### config.mk
export PLATFORM = sky130hd
export DESIGN_NAME = busown_arbiter
export DESIGN_NICKNAME = d
export VERILOG_FILES = /design/src/rtl/busown_pkg.sv /design/src/rtl/busown_pick.sv /design/src/rtl/busown_timer.sv /design/src/rtl/busown_arbiter.sv
export SDC_FILE = /design/constraint.sdc
export NUM_CORES = 1
export LEC_CHECK = 0
export BUFFER_PORTS_ARGS = -buffer_cell sky130_fd_sc_hd__buf_4
export CORE_UTILIZATION = 30
export CTS_BUF_LIST = sky130_fd_sc_hd__clkbuf_8 sky130_fd_sc_hd__clkbuf_16
export CTS_CLUSTER_SIZE = 40
export DETAILED_ROUTE_END_ITERATION = 7
export PLACE_DENSITY = 0.52
export SLEW_MARGIN = 20
export SYNTH_ARGS = -nofsm -noshare
export SYNTH_HDL_FRONTEND = slang
export SYNTH_SLANG_ARGS = --single-unit
### constraint.sdc
create_clock -name clk -period 9.25 [get_ports clk]
set_clock_uncertainty 0.05 [all_clocks]
set_input_delay 2.3125 -clock clk [delete_from_list [all_inputs] [get_ports clk]]
set_output_delay 2.3125 -clock clk [all_outputs]
set_load 0.01 [all_outputs]
### src/rtl/busown_pkg.sv
package busown_pkg;
  localparam int unsigned IDX_CPU   = 0;
  localparam int unsigned IDX_REF   = 1;
  localparam int unsigned IDX_DMA   = 2;
  localparam int unsigned IDX_SLOT0 = 3;

  typedef enum logic [1:0] {
    ST_OWN     = 2'd0,
    ST_PREEMPT = 2'd1,
    ST_RECOVER = 2'd2
  } arb_state_e;
endpackage

### src/rtl/busown_pick.sv
// Rotating search: first set candidate strictly after base, wrapping.
module busown_pick #(
  parameter int unsigned N = 9,
  localparam int unsigned IW = $clog2(N)
) (
  input  logic [N-1:0]  cand,
  input  logic [IW-1:0] base,
  output logic          hit,
  output logic [IW-1:0] sel
);
  always_comb begin
    hit = 1'b0;
    sel = '0;
    for (int unsigned k = 1; k <= N; k++) begin
      int unsigned pos;
      pos = (int'(base) + k) % N;
      if (!hit && cand[pos]) begin
        hit = 1'b1;
        sel = IW'(pos);
      end
    end
  end
endmodule

### src/rtl/busown_timer.sv
// Counts edges spent waiting for a release; expired on the limit-th edge.
module busown_timer #(
  parameter int unsigned CW = 7
) (
  input  logic          clk,
  input  logic          rst_n,
  input  logic          run,
  input  logic [CW-1:0] limit,
  output logic          expired
);
  logic [CW-1:0] cnt;

  assign expired = run && (cnt == limit - CW'(1));

  always_ff @(posedge clk or negedge rst_n) begin
    if (!rst_n)        cnt <= '0;
    else if (!run)     cnt <= '0;
    else if (!expired) cnt <= cnt + CW'(1);
  end
endmodule

### src/rtl/busown_arbiter.sv
module busown_arbiter
  import busown_pkg::*;
#(
  parameter int unsigned NSLOT     = 6,
  parameter int unsigned LIM_SLOT  = 64,
  parameter int unsigned LIM_DMA   = 32,
  parameter int unsigned LIM_OTHER = 64,
  localparam int unsigned N    = NSLOT + 3,
  localparam int unsigned IW   = $clog2(N),
  localparam int unsigned LMAX = (LIM_SLOT > LIM_DMA) ?
                                 ((LIM_SLOT > LIM_OTHER) ? LIM_SLOT : LIM_OTHER) :
                                 ((LIM_DMA > LIM_OTHER) ? LIM_DMA : LIM_OTHER),
  localparam int unsigned CW   = $clog2(LMAX + 1)
) (
  input  logic         clk,
  input  logic         rst_n,
  input  logic [N-1:0] req_n,
  input  logic         dma_compat,
  output logic [N-1:0] ack_n,
  output logic         bus_rst,
  output logic         nmi
);
  arb_state_e    state;
  logic [IW-1:0] owner;
  logic [N-1:0]  req;
  logic [N-1:0]  owner_bit;
  logic [N-1:0]  others;
  logic          other_hit;
  logic [IW-1:0] other_sel;
  logic [IW-1:0] next_owner;
  logic          owner_req;
  logic          preemptable;
  logic [CW-1:0] limit;
  logic          wait_run;
  logic          expired;

  assign req         = ~req_n;
  assign owner_bit   = N'(1) << owner;
  assign others      = req & ~owner_bit;
  assign owner_req   = |(req & owner_bit);
  assign next_owner  = other_hit ? other_sel : IW'(IDX_CPU);
  assign preemptable = !((int'(owner) == IDX_DMA) && dma_compat);

  always_comb begin
    if (int'(owner) == IDX_DMA)         limit = CW'(LIM_DMA);
    else if (int'(owner) >= IDX_SLOT0)  limit = CW'(LIM_SLOT);
    else                                limit = CW'(LIM_OTHER);
  end

  assign wait_run = (state == ST_PREEMPT) && owner_req;

  busown_pick #(.N(N)) u_pick (
    .cand (others),
    .base (owner),
    .hit  (other_hit),
    .sel  (other_sel)
  );

  busown_timer #(.CW(CW)) u_timer (
    .clk     (clk),
    .rst_n   (rst_n),
    .run     (wait_run),
    .limit   (limit),
    .expired (expired)
  );

  always_ff @(posedge clk or negedge rst_n) begin
    if (!rst_n) begin
      state <= ST_OWN;
      owner <= IW'(IDX_CPU);
    end else begin
      case (state)
        ST_OWN: begin
          if (!owner_req)                    owner <= next_owner;
          else if (other_hit && preemptable) state <= ST_PREEMPT;
        end
        ST_PREEMPT: begin
          if (!owner_req) begin
            owner <= next_owner;
            state <= ST_OWN;
          end else if (expired) begin
            state <= ST_RECOVER;
          end
        end
        default: begin
          owner <= IW'(IDX_CPU);
          state <= ST_OWN;
        end
      endcase
    end
  end

  assign ack_n   = (state == ST_OWN) ? ~owner_bit : '1;
  assign bus_rst = (state == ST_RECOVER);
  assign nmi     = (state == ST_RECOVER);
endmodule

**Word level (Yosys, flattened, before mapping)**

Index checks and enable logic that the tools add are counted.

- Logic and storage cells: 119
- Output and inout port bits: 11
- Input bits: 12
- Register bits: 13

- Divide/modulo/power cells: 9
- Equality and inequality tests: 9
- Mux-type cells: 48
- Shifts and indexed selects: 1
- Bitwise gates (word level): 4
- Add/subtract/negate cells: 11
- Reduce and logical (&&, ||, !) cells: 25
- Magnitude comparators: 9

Operators with widths:

| kind | number |
|---|---|
| $lt A32 B5 Y1 const B | 9 |
| $mod A32 B4 Y32 const B | 9 |
| $mux W4 | 12 |
| $bmux W1 S4 | 9 |
| $mux W7 | 3 |
| $add A4 B3 Y5 const B | 4 |
| $and A9 B9 Y9 | 2 |
| $mux W1 | 18 |
| $not A9 Y9 | 2 |
| $logic_and A1 B1 Y1 | 12 |
| $add A4 B2 Y5 const B | 2 |
| $add A4 B4 Y5 const B | 2 |
| $logic_not A1 Y1 | 9 |
| $mux W9 | 1 |
| $reduce_or A9 Y1 | 1 |
| $shl A1 B4 Y9 const A | 1 |
| $mux W2 | 4 |
| $ne A2 B2 Y1 const B | 4 |
| $add A7 B1 Y7 const B | 1 |
| $eq A7 B7 Y1 | 1 |
| $sub A7 B1 Y7 const B | 1 |
| $add A4 B1 Y5 const B | 1 |
| $eq A4 B2 Y1 const B | 1 |
| $pmux W2 S2 | 1 |
| 6 further kinds | 6 |

**Logic depth before layout (Yosys ltp)**

- Depth after elaboration: 34
- Gate-level depth with buffers: 25
- Mapped depth without buffers: 20

**Cells and area by module**

A second synthesis with hierarchy kept.

- Cell total of the unflattened synthesis: 753
- Area total of the unflattened synthesis: 5880.6 um2

Modules (own cells, without submodules):

| module | cells an instance | sequential area each (um2) | instances | area each (um2) |
|---|---|---|---|---|
| busown_pick | 607 | 0.0 | 1 | 4619.4 |
| busown_arbiter | 74 | 150.1 | 1 | 634.4 |
| busown_timer | 72 | 175.2 | 1 | 626.9 |

**Least setup slack after synthesis**

OpenSTA, ideal clock, no wires.

- Path kind: reg2reg
- Start: register owner[0]
- End: register owner[2]
- Path buffers: 5
- Cell stages (with the launch flop): 25
- Data arrival time: 5.973 ns
- Clock period less this slack: 6.149 ns
- Required time: 9.074 ns
- Setup time: 0.126 ns
- Path slack: 3.101 ns
- Cell sequence: dfrtp_1 -> buf_2 -> inv_2 -> buf_1 -> clkbuf_1 -> ha_1 -> buf_6 -> xor2_4 -> inv_1 -> ha_1 -> or2_2 -> or2_4 -> o21ai_4 -> xnor2_2 -> ha_1 -> inv_1 -> a211o_1 -> a22oi_2 -> mux2_2 -> and3_4 -> or3_1 -> buf_6 -> a2111oi_4 -> a2111oi_2 -> a221o_1

- Longest elaborated chain between the ends: 33
- Elaborated cells between the ends (all ways): 79
- Those cells by class: 9 x add/sub; 9 x div; 1 x eq/ne; 1 x shift; 39 x mux; 3 x bitwise; 17 x reduce/logical

RTL lines:

| item | RTL line | source |
|---|---|---|
| from (decl) | busown_arbiter.sv:24 | `logic [IW-1:0] owner;` |
| from (signal assigned) | busown_arbiter.sv:70 | `owner <= IW'(IDX_CPU);` |
| from (signal assigned) | busown_arbiter.sv:74 | `if (!owner_req) owner <= next_owner;` |
| from (signal assigned) | busown_arbiter.sv:79 | `owner <= next_owner;` |
| parallel branches: the longest is 33 deep, another holds $mod A32 B4 Y32 | -- |  |

Several ways; the timed one is not identified. The select of a mux whose other input is x is not followed.
A chain may end at the register's enable or synchronous reset.

**Worst setup path after layout**

Ends and elaborated chain as after synthesis.

==> metrics.csv <==
metric,value,unit
status,"complete, no violations",
vias,6356,
clock_latency,240,ps
grt_use_met3,2.30,%
synth_edf_count,0,
die_w,144,µm
syn2layout_area_growth,6.63,%
die_h,144,µm
dp_hpwl,16200,µm
numCtsBuffers,3,
syn_area,6040,µm²
finalNetCount,868,
r2r_setup_slack,2780,ps
num_rows,51,
vias_per_cell,5.98,
hold_viol,0,
clk_path_buf_depth,2,
grt_pass1_wl,33100,µm
ios,23,
cts_root_buf,clkbuf_16,
r2r-end,owner[2],
grt_overflow_total,0,
cts_tree,built,
grt_pass1_vias,5737,
critPathKind,reg2reg,
slew_violations,0,
tightest_slew,918,ps
setup_tns,0,ps
slew_headroom,38.3,%
final_common_cell,nand2_1,
place.port_buffers,22,
start_util,30.8,%
top_usage_layer,met2,
post-route-period-util,70.0,%
whs_path_depth,2,
drtIter0Drc,576,
globalRouteMet1Util,30.2,%
ff2ff_path_depth,20,
drc,0,
wl_per_cell,20.1,µm
ant_nets,0,
cap_violations,0,
cp.required,9320,ps
cts_resized,0,
syn_avg_cell_area,7.45,µm²
timing.fmax,154,MHz
wl,21300,µm
critPathLaunch,owner[0],
synth-seq-cells,13,
core,19600,µm²
hold_path.class,reg2reg,
synth_cells,811,
postCtsHoldBufs,0,
antenna_cells,0,
htreeDepth,1,
first_pass_iters,7,
finalSetupViolCount,0,
end_kind,register,
cts_setup_buffers,0,
cts_sinks,13,
rsz0062_at_grt,false,
critPathCapture,owner[2],
yosys_warnings,0,
use_met2,32.0,%
synth-seq-area-share,5.39,%
async_flop_share,100,%
drive_above_1_share,12.7,%
dieArea,20700,µm²
arrival,6540,ps
start_kind,register,
grt_max_degree,50,
place.gp.congestion,0.967,
r2r-start,owner[0],
worstPathMaxFanout,25,
yosys.cell_types.count,106,
synthFlopType,dfrtp_1,
synth_nets,880,
track_usage,20.7,%
final_cell_mix,"nand2_1 (70), nor2_1 (61), ha_1 (57)",
post-route-min-period,6470,ps
hold_slack,503,ps
antenna_found_initial,0,
clkSlewWorstSetupHoldPaths,50,ps
[cell families after synthesis]
| group | synth area share (%) |
|---|---|
| multiplexers | 10.4 |
| adder cells (fa/ha/maj) | 11.8 |
| flip-flops | 5.39 |
| AO/OA/AOI/OAI | 31.9 |
| XOR/XNOR | 5.78 |
| AND/OR/NAND/NOR | 28.2 |
| buffers and inverters | 6.52 |
[per-stage QoR]
step	setup WS [ps]	util, %	cells	area [µm²]
global route	2220	32.9	1063	6440
CTS	2870	32.9	1063	6440
detailed placement	2900	32.5	1059	6360
finish	2780	32.9	1063	6440
floorplan	3100	-	811	6040
global placement	3060	32.5	1059	6360
[state kept, by name, indices dropped and copies added, names as in the netlist]
signal       flops
state            2
owner            4
u_timer.cnt      7
[metal layers]
layer | share of wire, % | wire length, µm | up-vias
li1 | - | - | 3066
met2 | 43 | 9190 | 213
met5 | 0 | 0 | -
met1 | 49 | 10300 | 3051
met3 | 6.2 | 1320 | 26
met4 | 2.2 | 478 | 0
[worst max-delay path, cell delays in order (launching register included)]
cell	delay, ps
dfrtp_2	660
inv_2	210
buf_4	310
ha_1	590
ha_1	330
or3b_1	460
a21oi_1	360
o21ai_0	210
nand2_1	140
inv_1	70
ha_1	230
a2111oi_0	480
o32ai_2	210
xnor2_1	460
mux2i_1	250
nand4_1	110
o2111ai_1	190
o311ai_1	290
a2111oi_4	390
a2111oi_2	60
a221o_1	270
[synthesized netlist by cell type, types with 6 or more instances]
| library cell | n | area [µm²] |
|---|---|---|
| and2_1 | 10 | 62.6 |
| o211ai_1 | 12 | 90.1 |
| a31oi_1 | 12 | 75.1 |
| nand2b_1 | 19 | 119 |
| nand4_1 | 12 | 75.1 |
| nand3_1 | 28 | 140 |
| o31ai_1 | 10 | 75.1 |
| clkbuf_1 | 19 | 71.3 |
| ha_1 | 57 | 713 |
| inv_1 | 38 | 143 |
| and3_1 | 9 | 56.3 |
| o22ai_1 | 9 | 56.3 |
| a32oi_1 | 9 | 78.8 |
| o21ai_0 | 25 | 125 |
| mux2i_1 | 23 | 230 |
| nand2_1 | 70 | 263 |
| xnor2_1 | 26 | 228 |
| buf_1 | 6 | 22.5 |
| nor2_1 | 61 | 229 |
| o2111ai_1 | 6 | 52.6 |
| xor2_1 | 7 | 61.3 |
| a21boi_0 | 6 | 45.0 |
| a21o_1 | 13 | 97.6 |
| or2_2 | 9 | 56.3 |
| nor3_1 | 33 | 165 |
| nand3b_1 | 10 | 75.1 |
| buf_2 | 15 | 75.1 |
| a211oi_1 | 17 | 128 |
| dfrtp_1 | 13 | 325 |
| mux2_2 | 10 | 113 |
| mux4_2 | 12 | 270 |
| nor2b_1 | 17 | 106 |
| a21oi_1 | 38 | 190 |
[how the worst min path moves through the flow]
stage	from	endpoint	slack [ps]
3_3_place_gp	u_timer.cnt[1]	u_timer.cnt[1]	490
3_5_place_dp	u_timer.cnt[1]	u_timer.cnt[1]	510
4_1_cts	u_timer.cnt[1]	u_timer.cnt[1]	520
5_1_grt	u_timer.cnt[0]	u_timer.cnt[0]	570
6_report	u_timer.cnt[1]	u_timer.cnt[1]	500
2_1_floorplan	u_timer.cnt[1]	u_timer.cnt[1]	470
[area by class of cell]
cell class / count / area (µm²)
Clock buffer: 3 / 75.1
Clock inverter: 1 / 3.75
Fill cell: 2108 / 13100
Inverter: 42 / 158
Multi-Input combinational cell: 709 / 5320
Sequential cell: 13 / 327
Tap cell: 265 / 332
Timing Repair Buffer: 30 / 225
Power is not shown: default switching activity piles up to over one toggle a cycle in this logic, so the estimate is an artifact.
